===== src/rtl/ntc_pkg.sv =====
package ntc_pkg;

    typedef enum logic [2:0] {
        REG_CTRL     = 3'd0,
        REG_ADDEND   = 3'd1,
        REG_ACC      = 3'd2,
        REG_CNT_LO   = 3'd3,
        REG_CNT_HI   = 3'd4,
        REG_OFF_LO   = 3'd5,
        REG_OFF_HI   = 3'd6,
        REG_PRESCALE = 3'd7
    } ntc_reg_e;

    localparam int CTRL_EN_BIT   = 2;
    localparam int CTRL_BYP_BIT  = 3;
    localparam int CTRL_SRST_BIT = 5;
    localparam int CTRL_PER_LSB  = 16;

endpackage


===== src/rtl/ntc_rate.sv =====
module ntc_rate #(
    parameter int AW = 32
) (
    input  logic          clk,
    input  logic          rst_n,
    input  logic          en,
    input  logic          byp,
    input  logic          clr,
    input  logic          ld,
    input  logic [AW-1:0] ld_val,
    input  logic [AW-1:0] addend,
    output logic          tick,
    output logic [AW-1:0] acc_o
);

    typedef struct packed {
        logic [AW-1:0] acc;
    } rate_st_t;

    rate_st_t    s_d, s_q;
    logic [AW:0] sum;

    always_comb begin
        s_d  = s_q;
        sum  = {1'b0, s_q.acc} + {1'b0, addend};
        tick = 1'b0;
        if (clr) begin
            s_d.acc = '0;
        end else if (ld) begin
            s_d.acc = ld_val;
        end else if (en && !byp) begin
            s_d.acc = sum[AW-1:0];
        end
        if (en && !clr) begin
            tick = byp || (sum[AW] && !ld);
        end
    end

    always_ff @(posedge clk or negedge rst_n) begin
        if (!rst_n) s_q <= '0;
        else        s_q <= s_d;
    end

    assign acc_o = s_q.acc;

endmodule


===== src/rtl/ntc_prescale.sv =====
module ntc_prescale #(
    parameter int PS_W = 16
) (
    input  logic            clk,
    input  logic            rst_n,
    input  logic            clr,
    input  logic            tick,
    input  logic [PS_W-1:0] div,
    output logic            clk_out
);

    typedef struct packed {
        logic [PS_W-1:0] cnt;
        logic            out;
    } ps_st_t;

    ps_st_t        s_d, s_q;
    logic [PS_W:0] div_eff;
    logic [PS_W:0] next_cnt;

    always_comb begin
        s_d      = s_q;
        div_eff  = (div == '0) ? {{PS_W{1'b0}}, 1'b1} : {1'b0, div};
        next_cnt = {1'b0, s_q.cnt} + {{PS_W{1'b0}}, 1'b1};
        if (clr) begin
            s_d = '0;
        end else if (tick) begin
            if (next_cnt >= div_eff) begin
                s_d.cnt = '0;
                s_d.out = ~s_q.out;
            end else begin
                s_d.cnt = next_cnt[PS_W-1:0];
            end
        end
    end

    always_ff @(posedge clk or negedge rst_n) begin
        if (!rst_n) s_q <= '0;
        else        s_q <= s_d;
    end

    assign clk_out = s_q.out;

endmodule


===== src/rtl/ntc_regs.sv =====
module ntc_regs
    import ntc_pkg::*;
#(
    parameter int DW    = 32,
    parameter int PER_W = 10,
    parameter int PS_W  = 16,
    localparam int TW   = 2 * DW
) (
    input  logic             clk,
    input  logic             rst_n,
    input  logic             wr_en,
    input  logic             rd_en,
    input  logic [2:0]       addr,
    input  logic [DW-1:0]    wdata,
    output logic [DW-1:0]    rdata,
    input  logic [TW-1:0]    cnt_i,
    input  logic [DW-1:0]    acc_i,
    output logic             en_o,
    output logic             byp_o,
    output logic [PER_W-1:0] per_o,
    output logic [DW-1:0]    addend_o,
    output logic [PS_W-1:0]  ps_o,
    output logic [TW-1:0]    off_o,
    output logic             clr_o,
    output logic             cnt_ld_o,
    output logic [TW-1:0]    cnt_ld_val_o,
    output logic             acc_ld_o,
    output logic [DW-1:0]    acc_ld_val_o
);

    typedef struct packed {
        logic             en;
        logic             byp;
        logic [PER_W-1:0] per;
        logic [DW-1:0]    addend;
        logic [PS_W-1:0]  ps;
        logic [TW-1:0]    off;
        logic [DW-1:0]    cnt_stage;
        logic [DW-1:0]    off_stage;
        logic [DW-1:0]    hi_snap;
        logic [DW-1:0]    rdata;
    } regs_st_t;

    regs_st_t      s_d, s_q;
    logic [DW-1:0] ctrl_word;

    always_comb begin
        ctrl_word                          = '0;
        ctrl_word[CTRL_EN_BIT]             = s_q.en;
        ctrl_word[CTRL_BYP_BIT]            = s_q.byp;
        ctrl_word[CTRL_PER_LSB +: PER_W]   = s_q.per;
    end

    always_comb begin
        s_d          = s_q;
        clr_o        = 1'b0;
        cnt_ld_o     = 1'b0;
        acc_ld_o     = 1'b0;
        cnt_ld_val_o = {wdata, s_q.cnt_stage};
        acc_ld_val_o = wdata;

        if (wr_en) begin
            case (addr)
                REG_CTRL: begin
                    s_d.en  = wdata[CTRL_EN_BIT];
                    s_d.byp = wdata[CTRL_BYP_BIT];
                    s_d.per = wdata[CTRL_PER_LSB +: PER_W];
                    clr_o   = wdata[CTRL_SRST_BIT];
                end
                REG_ADDEND:   s_d.addend    = wdata;
                REG_ACC:      acc_ld_o      = 1'b1;
                REG_CNT_LO:   s_d.cnt_stage = wdata;
                REG_CNT_HI:   cnt_ld_o      = 1'b1;
                REG_OFF_LO:   s_d.off_stage = wdata;
                REG_OFF_HI:   s_d.off       = {wdata, s_q.off_stage};
                REG_PRESCALE: s_d.ps        = wdata[PS_W-1:0];
                default: ;
            endcase
        end

        if (rd_en) begin
            case (addr)
                REG_CTRL:     s_d.rdata = ctrl_word;
                REG_ADDEND:   s_d.rdata = s_q.addend;
                REG_ACC:      s_d.rdata = acc_i;
                REG_CNT_LO: begin
                    s_d.rdata   = cnt_i[DW-1:0];
                    s_d.hi_snap = cnt_i[TW-1:DW];
                end
                REG_CNT_HI:   s_d.rdata = s_q.hi_snap;
                REG_OFF_LO:   s_d.rdata = s_q.off[DW-1:0];
                REG_OFF_HI:   s_d.rdata = s_q.off[TW-1:DW];
                REG_PRESCALE: s_d.rdata = {{(DW-PS_W){1'b0}}, s_q.ps};
                default: ;
            endcase
        end
    end

    always_ff @(posedge clk or negedge rst_n) begin
        if (!rst_n) s_q <= '0;
        else        s_q <= s_d;
    end

    assign rdata    = s_q.rdata;
    assign en_o     = s_q.en;
    assign byp_o    = s_q.byp;
    assign per_o    = s_q.per;
    assign addend_o = s_q.addend;
    assign ps_o     = s_q.ps;
    assign off_o    = s_q.off;

endmodule


===== src/rtl/ntc_time_counter.sv =====
module ntc_time_counter #(
    parameter int DW    = 32,
    parameter int PER_W = 10,
    parameter int PS_W  = 16,
    localparam int TW   = 2 * DW
) (
    input  logic          clk,
    input  logic          rst_n,
    input  logic          reg_wr,
    input  logic          reg_rd,
    input  logic [2:0]    reg_addr,
    input  logic [DW-1:0] reg_wdata,
    output logic [DW-1:0] reg_rdata,
    output logic [TW-1:0] time_ns,
    output logic          clk_out
);

    typedef struct packed {
        logic [TW-1:0] cnt;
    } cnt_st_t;

    cnt_st_t          s_d, s_q;
    logic             en_w, byp_w, clr_w, cnt_ld_w, acc_ld_w, tick_w;
    logic [PER_W-1:0] per_w;
    logic [DW-1:0]    addend_w, acc_w, acc_ld_val_w;
    logic [PS_W-1:0]  ps_w;
    logic [TW-1:0]    off_w, cnt_ld_val_w, cnt_w;

    ntc_regs #(.DW(DW), .PER_W(PER_W), .PS_W(PS_W)) u_regs (
        .clk          (clk),
        .rst_n        (rst_n),
        .wr_en        (reg_wr),
        .rd_en        (reg_rd),
        .addr         (reg_addr),
        .wdata        (reg_wdata),
        .rdata        (reg_rdata),
        .cnt_i        (cnt_w),
        .acc_i        (acc_w),
        .en_o         (en_w),
        .byp_o        (byp_w),
        .per_o        (per_w),
        .addend_o     (addend_w),
        .ps_o         (ps_w),
        .off_o        (off_w),
        .clr_o        (clr_w),
        .cnt_ld_o     (cnt_ld_w),
        .cnt_ld_val_o (cnt_ld_val_w),
        .acc_ld_o     (acc_ld_w),
        .acc_ld_val_o (acc_ld_val_w)
    );

    ntc_rate #(.AW(DW)) u_rate (
        .clk    (clk),
        .rst_n  (rst_n),
        .en     (en_w),
        .byp    (byp_w),
        .clr    (clr_w),
        .ld     (acc_ld_w),
        .ld_val (acc_ld_val_w),
        .addend (addend_w),
        .tick   (tick_w),
        .acc_o  (acc_w)
    );

    ntc_prescale #(.PS_W(PS_W)) u_ps (
        .clk     (clk),
        .rst_n   (rst_n),
        .clr     (clr_w),
        .tick    (tick_w),
        .div     (ps_w),
        .clk_out (clk_out)
    );

    always_comb begin
        s_d = s_q;
        if (clr_w) begin
            s_d.cnt = '0;
        end else if (cnt_ld_w) begin
            s_d.cnt = cnt_ld_val_w;
        end else if (tick_w) begin
            s_d.cnt = s_q.cnt + {{(TW-PER_W){1'b0}}, per_w};
        end
    end

    always_ff @(posedge clk or negedge rst_n) begin
        if (!rst_n) s_q <= '0;
        else        s_q <= s_d;
    end

    assign cnt_w   = s_q.cnt;
    assign time_ns = s_q.cnt + off_w;

endmodule


===== config.mk =====
export PLATFORM = sky130hd
export DESIGN_NAME = ntc_time_counter
export DESIGN_NICKNAME = d
export VERILOG_FILES = /design/src/rtl/ntc_pkg.sv /design/src/rtl/ntc_rate.sv /design/src/rtl/ntc_prescale.sv /design/src/rtl/ntc_regs.sv /design/src/rtl/ntc_time_counter.sv
export SDC_FILE = /design/constraint.sdc
export NUM_CORES = 1
export LEC_CHECK = 0
export ABC_AREA = 1
export BUFFER_PORTS_ARGS = -buffer_cell sky130_fd_sc_hd__buf_2
export CAP_MARGIN = 0
export CELL_PAD_IN_SITES_DETAIL_PLACEMENT = 1
export CELL_PAD_IN_SITES_GLOBAL_PLACEMENT = 2
export CORE_ASPECT_RATIO = 0.5
export CORE_UTILIZATION = 37
export CTS_BUF_LIST = sky130_fd_sc_hd__clkbuf_2 sky130_fd_sc_hd__clkbuf_4 sky130_fd_sc_hd__clkbuf_8
export DETAILED_ROUTE_END_ITERATION = 6
export GPL_ROUTABILITY_DRIVEN = 0
export GPL_TIMING_DRIVEN = 1
export PLACE_DENSITY = 0.8
export SLEW_MARGIN = 15
export SYNTH_ARGS = -nofsm -noshare
export SYNTH_HDL_FRONTEND = slang
export SYNTH_SLANG_ARGS = --single-unit
export TNS_END_PERCENT = 10

===== constraint.sdc =====
create_clock -name clk -period 3.3 [get_ports clk]
set_input_delay 0.66 -clock clk [delete_from_list [all_inputs] [get_ports clk]]
set_output_delay 0.66 -clock clk [all_outputs]
set_load 0.01 [all_outputs]

==> impl_results.md <==
- Post-route ant nets: 0
- GRT Total Usage: a little over a third
- Maximum operating frequency: 270 MHz
- Total CTS buffers: 58
- Vias in the first global route: 28,400
- Die width: 379 um
- Slew Limit Fails: 0
- Routed WL: 130,000 um
- Starting Density: about 38%
- Fin crit period: ~3.7 ns
- Global-route wire length before repair: between 150,000 and 200,000 um
- Clk slew on worst S/H paths: 0.07 ns
- Final worst slack: -0.407 ns
- CP Cell Sequence: ha_2, inv_2, fa_2, nand3b_1, nand2_2, buf_4, a21o_1, nand2_1, nand3_4, nand3_1, nand2_2, xor2_2, buf_2
- # rows: slightly below 70
- Critical path data required time: between 2 and 3 ns
- Grt ovf: 0
- Largest net degree at the start of global routing: 100
- Syn Inst Count: 3,825
- Post-Syn Area: approximately 26,000 um^2
- Area grow syn2layout: 20.8%
- Crit-path leading delay family: simple AND/OR/NAND/NOR gates
- WS Path Type: flip-flop to primary output
- Unrepaired setup endpoints after global routing: true
- Total vias in the final route: slightly below 30,000
- Critical path's slowest cell: dfrtp_1
- Worst EP arrival: about 3 ns
- Util after Layout: between 40% and 50%
- Slew @ Worst Pin: slightly below 1 ns
- Distinct cell type count after synthesis: 50
- Die Y: 190 um
- Peak VDD IR: 377 uV
- Slew HR: roughly 33%
- Initial drt markers: a little under 3,000
- Failing checks: negative setup slack
- Power consumption: roughly 0.027 W
- Async S/R FF share, synth: 100%
- Skew-Pair Late Insertion Delay: around 0.7 ns
- Longest Clk Path Bufs: 3
- Synth Warn #: 0
- # DRC: 0
- Lkg Pwr: approximately 16 nW
- WL/cell: around 26 um
- Register area share after synthesis: around a third
- CTS tree: yes
- Max-capacitance violation count: 0
- Post-synth EDFFs: 0
- Final hold vios: 0
- WP buf/inv: 3
- Status: finished, violations left
- Core Area: slightly below 70,000 um^2
- # H-tree levels: 2
- Layout Nets: roughly 4,200
- CP most frequent cell: nand2_2
- CP peak stage delay: 0.38 ns
- CTS Root Buffer Type: clkbuf_8
- Final Skew: approximately 0.063 ns
- Dpl hpwl: approximately 100,000 um
- Layout cells sized above 1: between 10% and 20%
- Startpoint Class: flip-flop
- CP max FO: 3
- Yosys reg bits: 365
- First-pass DRT Iterations: 6
- Final setup vio count: 53
- I/O pins: ~140
- HP Class: input pin to flip-flop
- Syn Nets: approximately 4,000
- Avg Inst Size Synth: ~7 um^2
- Antenna violations before repair: 6
- Die ar.: 72,100 um^2
- DR vias/cell: about 5.7
- CP Capture Type: primary output
- Clock Sinks: approximately 370
- Top_reg_cell synth: dfrtp_1
- Pwr dens: around 850 nW/um^2
- Period Utilization, post-route: 112%
- IO Port Bufs: ~140
==> cells in the mapped netlist (all sizes together), types with 23 or more instances <==
library cell | n | area share, %
a21oi | 214 | 4.1
buf | 63 | 1.6
clkbuf | 82 | 1.2
dfrtp | 365 | 35
ha | 122 | 5.8
inv | 458 | 6.5
mux2 | 52 | 2.2
nand2 | 1117 | 16
nand3 | 286 | 5.5
nand4 | 70 | 1.7
nor2 | 314 | 4.6
nor3 | 32 | 0.65
o21ai | 389 | 7.4
o21bai | 23 | 0.66
xor2 | 57 | 1.9
==> kinds of logic after synthesis <==
| kind of cell | count (synthesis) | synth area share [%] |
|---|---|---|
| flops | 365 | 34.8 |
| simple gates | 1863 | 29.6 |
| compound gates | 740 | 15.5 |
| xor+xnor | 73 | 2.44 |
| fa+ha+maj | 125 | 6.04 |
| mux | 52 | 2.23 |
| buf+inv | 607 | 9.42 |
==> timing repair <==
item                       4_1_cts  5_1_grt
setup buffers                   21        2
hold buffers                     1        0
setup endpoints to repair       58       74
resized for setup              263       67
pin swaps                       29       13
hold endpoints to repair        70        0
==> flip-flops by register name, summed over array words and instances, names as in the netlist <==
| name | cells |
|---|---|
| u_ps.s_q | 16 |
| u_ps.clk_out | 1 |
| u_regs.per_o | 10 |
| cnt_w | 64 |
| u_regs.en_o | 1 |
| u_regs.addend_o | 32 |
| u_regs.cnt_ld_val_o | 32 |
| u_regs.off_o | 64 |
| u_regs.ps_o | 16 |
| u_rate.acc_o | 32 |
| u_regs.byp_o | 1 |
| u_regs.rdata | 32 |
| u_regs.s_q | 64 |
==> per-layer routing <==
| metal | routed length [um] | GRT usage, % | up-vias |
|---|---|---|---|
| li1 | - | - | 13000 |
| met1 | 60600 | 53.5 | 14600 |
| met2 | 52300 | 50.6 | 1142 |
| met3 | 14700 | 10.8 | 170 |
| met4 | 2810 | 7.77 | 2 |
| met5 | 13 | 0 | - |
==> layout by cell type, fill, tap and decap left out, types with 39 or more instances in the layout <==
cell / instances
xor2_1: 52
buf_4: 169
ha_1: 63
inv_1: 449
dfrtp_2: 54
nand4_1: 70
buf_2: 133
nand2_1: 1071
dfrtp_1: 311
nand3_1: 276
mux2_2: 52
o21ai_0: 349
a21oi_1: 182
nand2_2: 39
clkbuf_8: 76
nor2_1: 281
ha_4: 51
==> layout make-up <==
| class | count | area (um^2) |
|---|---|---|
| Inverter | 462 | 1740 |
| Fill cell | 8996 | 37900 |
| Clock inverter | 12 | 133 |
| Timing Repair Buffer | 323 | 2330 |
| Multi-Input combinational cell | 2853 | 15900 |
| Tap cell | 945 | 1180 |
| Sequential cell | 365 | 9200 |
| Clock buffer | 96 | 1200 |
| Antenna cell | 1 | 2.50 |
==> through the flow <==
stage | worst slack, ns | hold WS, ns | cell area, um^2 | TNS, ns | instances
after CTS | -0.406 | 0.216 | 31500 | -13.38 | 5054
after floorplan | 0.506 | 0.364 | 26300 | 0 | 3825
after global routing | -0.512 | 0.240 | 31700 | -18.89 | 5057
after detailed placement | -0.0927 | 0.470 | 28900 | -0.420 | 4924
after global placement | -0.0645 | 0.461 | 28900 | -0.279 | 4924
final | -0.407 | 0.253 | 31700 | -13.07 | 5057
==> power by group <==
| group | total [W] | internal, W | switching (W) |
|---|---|---|---|
| Sequential | 0.00768 | 0.00578 | 0.00190 |
| Clock | 0.00453 | 0.00245 | 0.00208 |
| Combinational | 0.0147 | 0.00555 | 0.00916 |
| Total | 0.0269 | 0.0138 | 0.0131 |
==> worst register-to-register path: stages, from the launching register on <==
cell and delay [ns]:
dfrtp_1 0.42, ha_2 0.22, nand3_2 0.10, nor3_4 0.23, nand3_2 0.13, nor2_2 0.14
xor2_1 0.16, inv_1 0.08, ha_1 0.33, nand2_1 0.10, o21bai_1 0.12, nand2_1 0.07
nand4_1 0.09, nand3_1 0.08, nor2_2 0.12, nand3_2 0.09, nor2_4 0.31, nand3_1 0.15
nand2_1 0.10
==> path summary, 6_finish.rpt <==
check | start | to | slack, ns | cells past startpoint
min reg2reg | u_regs.cnt_ld_val_o[21] | u_regs.cnt_ld_val_o[21] | 0.49 | 2
max reg2reg | u_ps.s_q[1] | u_ps.s_q[7] | 0.22 | 18
max in group asynchronous | rst_n | u_regs.addend_o[19] | 1.86 | 3
min | reg_wdata[17] | u_regs.per_o[1] | 0.25 | 3
min in group asynchronous | rst_n | u_regs.rdata[1] | 0.58 | 2
max | u_regs.off_o[0] | time_ns[40] | -0.41 | 13
No activity file was read; power rests on OpenSTA's default activity.
